[config.mk]
export PLATFORM = sky130hd
export DESIGN_NAME = dma_xfer_seq
export DESIGN_NICKNAME = d
export VERILOG_FILES = /design/src/rtl/dma_xfer_seq.sv
export SDC_FILE = /design/constraint.sdc
export NUM_CORES = 1
export LEC_CHECK = 0
export BUFFER_PORTS_ARGS = -buffer_cell sky130_fd_sc_hd__buf_4
export CAP_MARGIN = 0
export CORE_ASPECT_RATIO = 1.25
export CORE_MARGIN = 2
export CORE_UTILIZATION = 45
export CTS_BUF_LIST = sky130_fd_sc_hd__clkbuf_4
export CTS_CLUSTER_SIZE = 25
export DETAILED_ROUTE_END_ITERATION = 8
export PLACE_DENSITY_LB_ADDON = 0.25
export SYNTH_ARGS = -nofsm -noshare
export SYNTH_HDL_FRONTEND = slang
export SYNTH_SLANG_ARGS = --single-unit
[constraint.sdc]
create_clock -name clk -period 3.6 [get_ports clk]
set_clock_uncertainty 0.2 [all_clocks]
set_input_delay 0.18 -clock clk [delete_from_list [all_inputs] [get_ports clk]]
set_output_delay 0.18 -clock clk [all_outputs]
set_load 0.01 [all_outputs]
[src/rtl/dma_xfer_seq.sv]
module dma_xfer_seq #(
  parameter int AW = 16,
  parameter int WW = 2
) (
  input  logic          clk,
  input  logic          rst_n,
  input  logic          start_i,
  input  logic [AW-1:0] src_addr_i,
  input  logic [AW-1:0] dst_addr_i,
  input  logic          unit16_i,
  input  logic [WW-1:0] wait_i,
  output logic          bus_req_o,
  output logic          bus_we_o,
  output logic [AW-1:0] bus_addr_o,
  output logic [1:0]    bus_be_o,
  output logic [15:0]   bus_wdata_o,
  input  logic [15:0]   bus_rdata_i,
  output logic [15:0]   rd_data_o,
  output logic          done_o
);
  typedef enum logic [1:0] {S_IDLE, S_RD, S_WR, S_DONE} st_t;

  st_t           st;
  logic [AW-1:0] src_q, dst_q;
  logic          u16_q;
  logic [WW-1:0] nw_q, wcnt;
  logic          part;
  logic [15:0]   hold;

  wire           rd        = (st == S_RD);
  wire           wr        = (st == S_WR);
  wire [AW-1:0]  base      = wr ? dst_q : src_q;
  wire           split     = u16_q & base[0];
  wire           last_clk  = (wcnt == nw_q);
  wire           last_part = !split || part;
  wire [7:0]     rbyte     = bus_be_o[1] ? bus_rdata_i[15:8] : bus_rdata_i[7:0];
  wire [7:0]     wbyte     = (split && part) ? hold[15:8] : hold[7:0];

  assign bus_req_o   = rd | wr;
  assign bus_we_o    = wr;
  assign bus_addr_o  = base + AW'(part);
  assign bus_wdata_o = (u16_q && !dst_q[0]) ? hold : {wbyte, wbyte};
  assign rd_data_o   = hold;
  assign done_o      = (st == S_DONE);

  always_comb begin
    if (!u16_q)       bus_be_o = base[0] ? 2'b10 : 2'b01;
    else if (!base[0]) bus_be_o = 2'b11;
    else              bus_be_o = part ? 2'b01 : 2'b10;
  end

  always_ff @(posedge clk or negedge rst_n) begin
    if (!rst_n) begin
      st    <= S_IDLE;
      src_q <= '0;
      dst_q <= '0;
      u16_q <= 1'b0;
      nw_q  <= '0;
      wcnt  <= '0;
      part  <= 1'b0;
      hold  <= '0;
    end else begin
      case (st)
        S_IDLE: if (start_i) begin
          src_q <= src_addr_i;
          dst_q <= dst_addr_i;
          u16_q <= unit16_i;
          nw_q  <= wait_i;
          wcnt  <= '0;
          part  <= 1'b0;
          st    <= S_RD;
        end
        S_RD, S_WR: begin
          if (!last_clk) begin
            wcnt <= wcnt + 1'b1;
          end else begin
            wcnt <= '0;
            if (rd) begin
              if (u16_q && !split) hold <= bus_rdata_i;
              else if (!u16_q)     hold <= {8'h00, rbyte};
              else if (!part)      hold[7:0] <= rbyte;
              else                 hold[15:8] <= rbyte;
            end
            if (last_part) begin
              part <= 1'b0;
              st   <= rd ? S_WR : S_DONE;
            end else begin
              part <= 1'b1;
            end
          end
        end
        default: st <= S_IDLE;
      endcase
    end
  end
endmodule

# Word-level counts from Yosys, hierarchy flattened
# Index checks and enable logic that the tools add are counted.
[totals]
register_bits = 56
word_cells = 61
input_bits = 54
out_inout_bits = 53
[classes]
mux = 24
n_eq_ne = 9
n_bitwise = 2
n_addsub = 2
reduce_logical = 15
[op_table]
columns = ["operator", "count"]
rows = [
  ["$mux W16", 4],
  ["$mux W8", 4],
  ["$mux W2", 9],
  ["$add A16 B1 Y16", 1],
  ["$pmux W2 S2", 2],
  ["$reduce_and A4 Y1", 2],
  ["$ne A2 B2 Y1 const B", 3],
  ["$reduce_and A3 Y1", 2],
  ["$eq A2 B2 Y1 const B", 2],
  ["$mux W1", 4],
  ["$reduce_and A2 Y1", 2],
  ["$logic_and A1 B1 Y1", 3],
  ["$ne A3 B1 Y1 const B", 1],
  ["$ne A3 B2 Y1 const B", 1],
  ["$add A2 B1 Y2 const B", 1],
  ["$eq A2 B1 Y1 const B", 1],
  ["$eq A2 B2 Y1", 1],
  ["$logic_not A1 Y1", 2],
  ["$logic_not A2 Y1", 1],
  ["$pmux W1 S2", 1],
  ["$reduce_bool A2 Y1", 1],
  ["$reduce_or A2 Y1", 1],
  ["$and A1 B1 Y1", 1],
  ["$logic_or A1 B1 Y1", 1],
  ["$or A1 B1 Y1", 1],
]

# Logic depth before layout (Yosys ltp)
[logic_depth]
depth_word = 8
mapped_depth = 13
mapped_depth_nobuf = 10

# Least setup slack after synthesis
# No wires, ideal clock.
[synth_path]
path_type = "flip-flop to output port"
from = "register st[0]"
to = "output port bus_addr_o[14]"
path_stages_with_launch = 14
arrival_time_ns = 2.590
setup_slack_ns = 0.630
path_buffers = 4
required_time_ns = 3.220
path_cell_list = "dfrtp_1 -> inv_1 -> ha_1 -> buf_6 -> buf_6 -> buf_6 -> buf_2 -> mux2_2 -> ha_1 -> nand4b_1 -> nand2_1 -> and3_1 -> nand3_1 -> xnor2_1"
[synth_via]
elab_chain_len = 3
[synth_rtl]
columns = ["element", "line", "text"]
rows = [
  ["from (decl)", "23", "st_t st;"],
  ["from (signal assigned)", "86", "st <= rd ? S_WR : S_DONE;"],
  ["$eq A2 B2 Y1", "31", "wire wr = (st == S_WR);"],
  ["named net bus_we_o", "13", "output logic bus_we_o,"],
  ["$mux W16", "32", "wire [AW-1:0] base = wr ? dst_q : src_q;"],
  ["$add A16 B1 Y16", "41", "assign bus_addr_o = base + AW'(part);"],
  ["to (decl)", "14", "output logic [AW-1:0] bus_addr_o,"],
]
# The timed path passes the listed nets, and every way through them passes these cells.

# Final worst setup path
[layout_path]
from = "register st[0]"
to = "output port bus_addr_o[15]"
[layout_via]
elab_chain_len = 3
[layout_rtl]
columns = ["element", "line"]
rows = [
  ["$eq A2 B2 Y1", "31"],
  ["$mux W16", "32"],
  ["$add A16 B1 Y16", "41"],
]
# Every way passes these cells.

==> flow_metrics.env <==
export IMPL_status="complete, no violations"
export IMPL_cp_start_kind="flip-flop"
export IMPL_grt_pass1_wl_um=13400
export IMPL_final_cells=547
export IMPL_fin_ws_ns=0.272
export IMPL_drtIter0Drc=109
export IMPL_period_minus_slack_ns=3.33
export IMPL_drive_gt1_share_pct=40.7
export IMPL_synth_area_top_cells="dfrtp_1 43%, mux2_2 19%, mux2i_1 5.2%, nand2_1 4.3%, mux2_4 4.1%"
export IMPL_worstMarginPinSlew_ns=0.711
export IMPL_tns_ns=0
export IMPL_rsz0062_at_grt="false"
export IMPL_p_sw_share_pct=40.0
export IMPL_p_leak_nw=2.22
export IMPL_track_usage_pct=21.2
export IMPL_dp_hpwl_um=5580
export IMPL_die_area_sq_um=8020
export IMPL_n_antenna_cell=0
export IMPL_grt_max_degree=57
export IMPL_clock_power_share_pct=7.7
export IMPL_relSlewSlack_pct=52.5
export IMPL_grt_overflow_total=0
export IMPL_p_sw_w=0.00149
export IMPL_cts_tree="built"
export IMPL_synth_seq_area_share_pct=42.6
export IMPL_path_class="flip-flop to output pin"
export IMPL_path_clk_slew_ns=0.16
export IMPL_placed_cells_incl_taps=478
export IMPL_synth_seq_cells=56
export IMPL_core_sq_um=7020
export IMPL_r2r_slack_ns=0.56
export IMPL_clk_latency_ns=0.38
export IMPL_drcViolationCount=0
export IMPL_r2r_end="rd_data_o[5]"
export IMPL_power_share_sequential_pct=33.3
export IMPL_pre_cts_ws_ns=0.633
export IMPL_finalHoldViolCount=0
export IMPL_async_flop_share_pct=100
export IMPL_cts_made_buffers=5
export IMPL_final_setup_viol_count=0
export IMPL_endpoint_kind="output pin"
export IMPL_worst_path_max_fanout=10
export IMPL_cap_violations=0
export IMPL_cts_root_buf="clkbuf_4"
export IMPL_cts_sinks=56
export IMPL_wl_per_cell_um=15.0
export IMPL_area_growth_pct=46.0
export IMPL_num_nets_final=518
export IMPL_period_share_pct=92.4
export IMPL_syn_inst=292
export IMPL_clockBufferDepth=2
export IMPL_io_buffers=106
export IMPL_pin_count=107
export IMPL_r2r_start="st[0]"
export IMPL_postRouteAntennaNets=0
export IMPL_first_pass_iters=4
export IMPL_ys_flop_type="dfrtp_1"
export IMPL_r2r_cells=9
export IMPL_cp_required_ns=3.22
export IMPL_synth_nets=354
export IMPL_synth_top_cell_area_share_pct=42.6
export IMPL_p_int_w=0.00223
export IMPL_power_per_cell_area_nw_per_um2=775
export IMPL_initial_utilization_pct=46.9
export IMPL_combPwrFrac_pct=59.1
export IMPL_slew_violations=0
export IMPL_postSynthAreaPerCell_sq_um=11.3
export IMPL_p_total_w=0.00372
export IMPL_synth_edf_count=0
export IMPL_rows=34
export IMPL_yosysUniqueCellTypes=38
export IMPL_via_per_inst=5.13
export IMPL_fin_hold_ws_ns=0.175
export IMPL_die_w_um=80.5
export IMPL_htreeDepth=2
export IMPL_grt_antenna_before_repair=0
export IMPL_gp_congestion=0.814
export IMPL_synth_area_sq_um=3290
export IMPL_fmax_mhz=301
export IMPL_yosys_warnings=0
export IMPL_hold_path_class="input pin to async pin"
export IMPL_first_global_vias=2779
export IMPL_wl_um=8180
export IMPL_yosys_area_top_type="dfrtp_1"
export IMPL_cp_arrival_ns=2.95
export IMPL_die_height_um=99.6
export IMPL_ir_drop_uv=416
export IMPL_via_count=2807
worst max path at each step:
stage	cells past startpoint	start	slack, ns	endpoint
6_report	10	st[0]	0.27	bus_addr_o[15]
5_1_grt	10	st[0]	0.02	bus_addr_o[15]
4_1_cts	11	st[0]	0.19	bus_addr_o[14]
3_5_place_dp	11	st[0]	0.63	bus_addr_o[14]
3_3_place_gp	11	st[0]	0.74	bus_addr_o[14]
2_1_floorplan	13	st[0]	0.63	bus_addr_o[14]
what timing repair did:
item / in CTS / in global routing
endpoints found under the hold margin: 108 / 0
resized for setup: 0 / 1
buffers inserted: 0 / 0
endpoints found under the setup margin: 0 / 2
hold buffers: 61 / 0
metal layers:
metal  routed length [um]  part of all wire [%]  GRT usage, %  vias to the layer above
li1                     -                     -             -                     1368
met1                 3520                    43          27.0                     1333
met2                 4040                    49          36.0                       93
met3                  525                   6.4          4.90                       13
met4                  101                   1.2          5.61                        0
met5                    0                     0             0                        -
per-stage QoR:
stage | instance area (sq um) | utilization (%)
final | 4810 | 68.5
after CTS | 4800 | 68.4
after detailed placement | 4140 | 58.9
after floorplan | 3290 | -
after global routing | 4810 | 68.5
after global placement | 4140 | 58.9
power groups by stage:
stage | clock network (W) | logic, W | registers [W]
2_1_floorplan | 0 | 0.00134 | 0.00117
3_3_place_gp | 0 | 0.00206 | 0.00123
3_5_place_dp | 0 | 0.00210 | 0.00124
4_1_cts | 0.000293 | 0.00220 | 0.00123
5_1_grt | 0.000321 | 0.00239 | 0.00130
6_report | 0.000285 | 0.00220 | 0.00124
state kept, by name (all words and copies together) (netlist names):
| name | count |
|---|---|
| st | 2 |
| part | 1 |
| u16_q | 1 |
| src_q | 16 |
| rd_data_o | 16 |
| wcnt | 2 |
| nw_q | 2 |
| dst_q | 16 |
synthesized netlist by cell type, types with 2 or more instances:
cell	instances
nand3b_1	4
nand3_1	8
buf_2	4
nand4_1	6
xnor2_1	9
ha_1	8
xor2_1	6
nand2_2	2
a21oi_1	8
clkbuf_1	4
o21ai_1	10
inv_1	4
nand2_1	38
o21ai_0	12
mux2_4	9
nor2b_1	3
mux2i_1	17
a22oi_1	2
nor2_1	4
buf_6	4
nand4b_1	2
mux2_2	57
dfrtp_1	56
worst max-delay path, cell delays in order (launching register included):
cell and delay (ns):
dfrtp_1 0.44, inv_1 0.10, ha_1 0.24, mux2_4 0.28, ha_1 0.23, nand4b_1 0.14, a22oi_1 0.35, and2_1 0.27
nand4_1 0.15, xor2_1 0.23, buf_4 0.15
layout by cell type, fill, tap and decap left out, types with 2 or more instances in the layout:
cell and count:
nor2_1 4, mux2_4 9, buf_4 107, nand2_2 2, dfrtp_1 56, nand4_1 6, inv_1 4, nor2b_1 3
nand4b_1 2, nand3b_1 4, nand3_1 8, o21ai_1 10, a22oi_1 2, xnor2_1 9, dlygate4sd3_1 61, clkbuf_4 7
a21oi_1 8, xor2_1 6, mux2_2 57, ha_1 8, nand2_1 38, o21ai_0 12, mux2i_1 17
area by class of cell:
cell class	count	area, sq um
fillers	546	2210
multi-input cells	220	1800
repair buffers	169	1430
flip-flops and latches	56	1400
well taps	90	113
clock buffers	7	52.6
inverters	4	15.0
clock inverters	1	3.75
cells by family (layout without fill, tap and decap cells):
group                    Yosys count  count (layout)  synth area share, %
buffers and inverters             16             181                 2.89
AND/OR/NAND/NOR                   76              76                 12.2
XOR/XNOR                          15              15                 3.99
multiplexers                      83              83                 28.8
flip-flops                        56              56                 42.6
AO/OA/AOI/OAI                     38              38                 6.50
adder cells (fa/ha/maj)            8               8                 3.04
(Power assumes the default switching activity.)
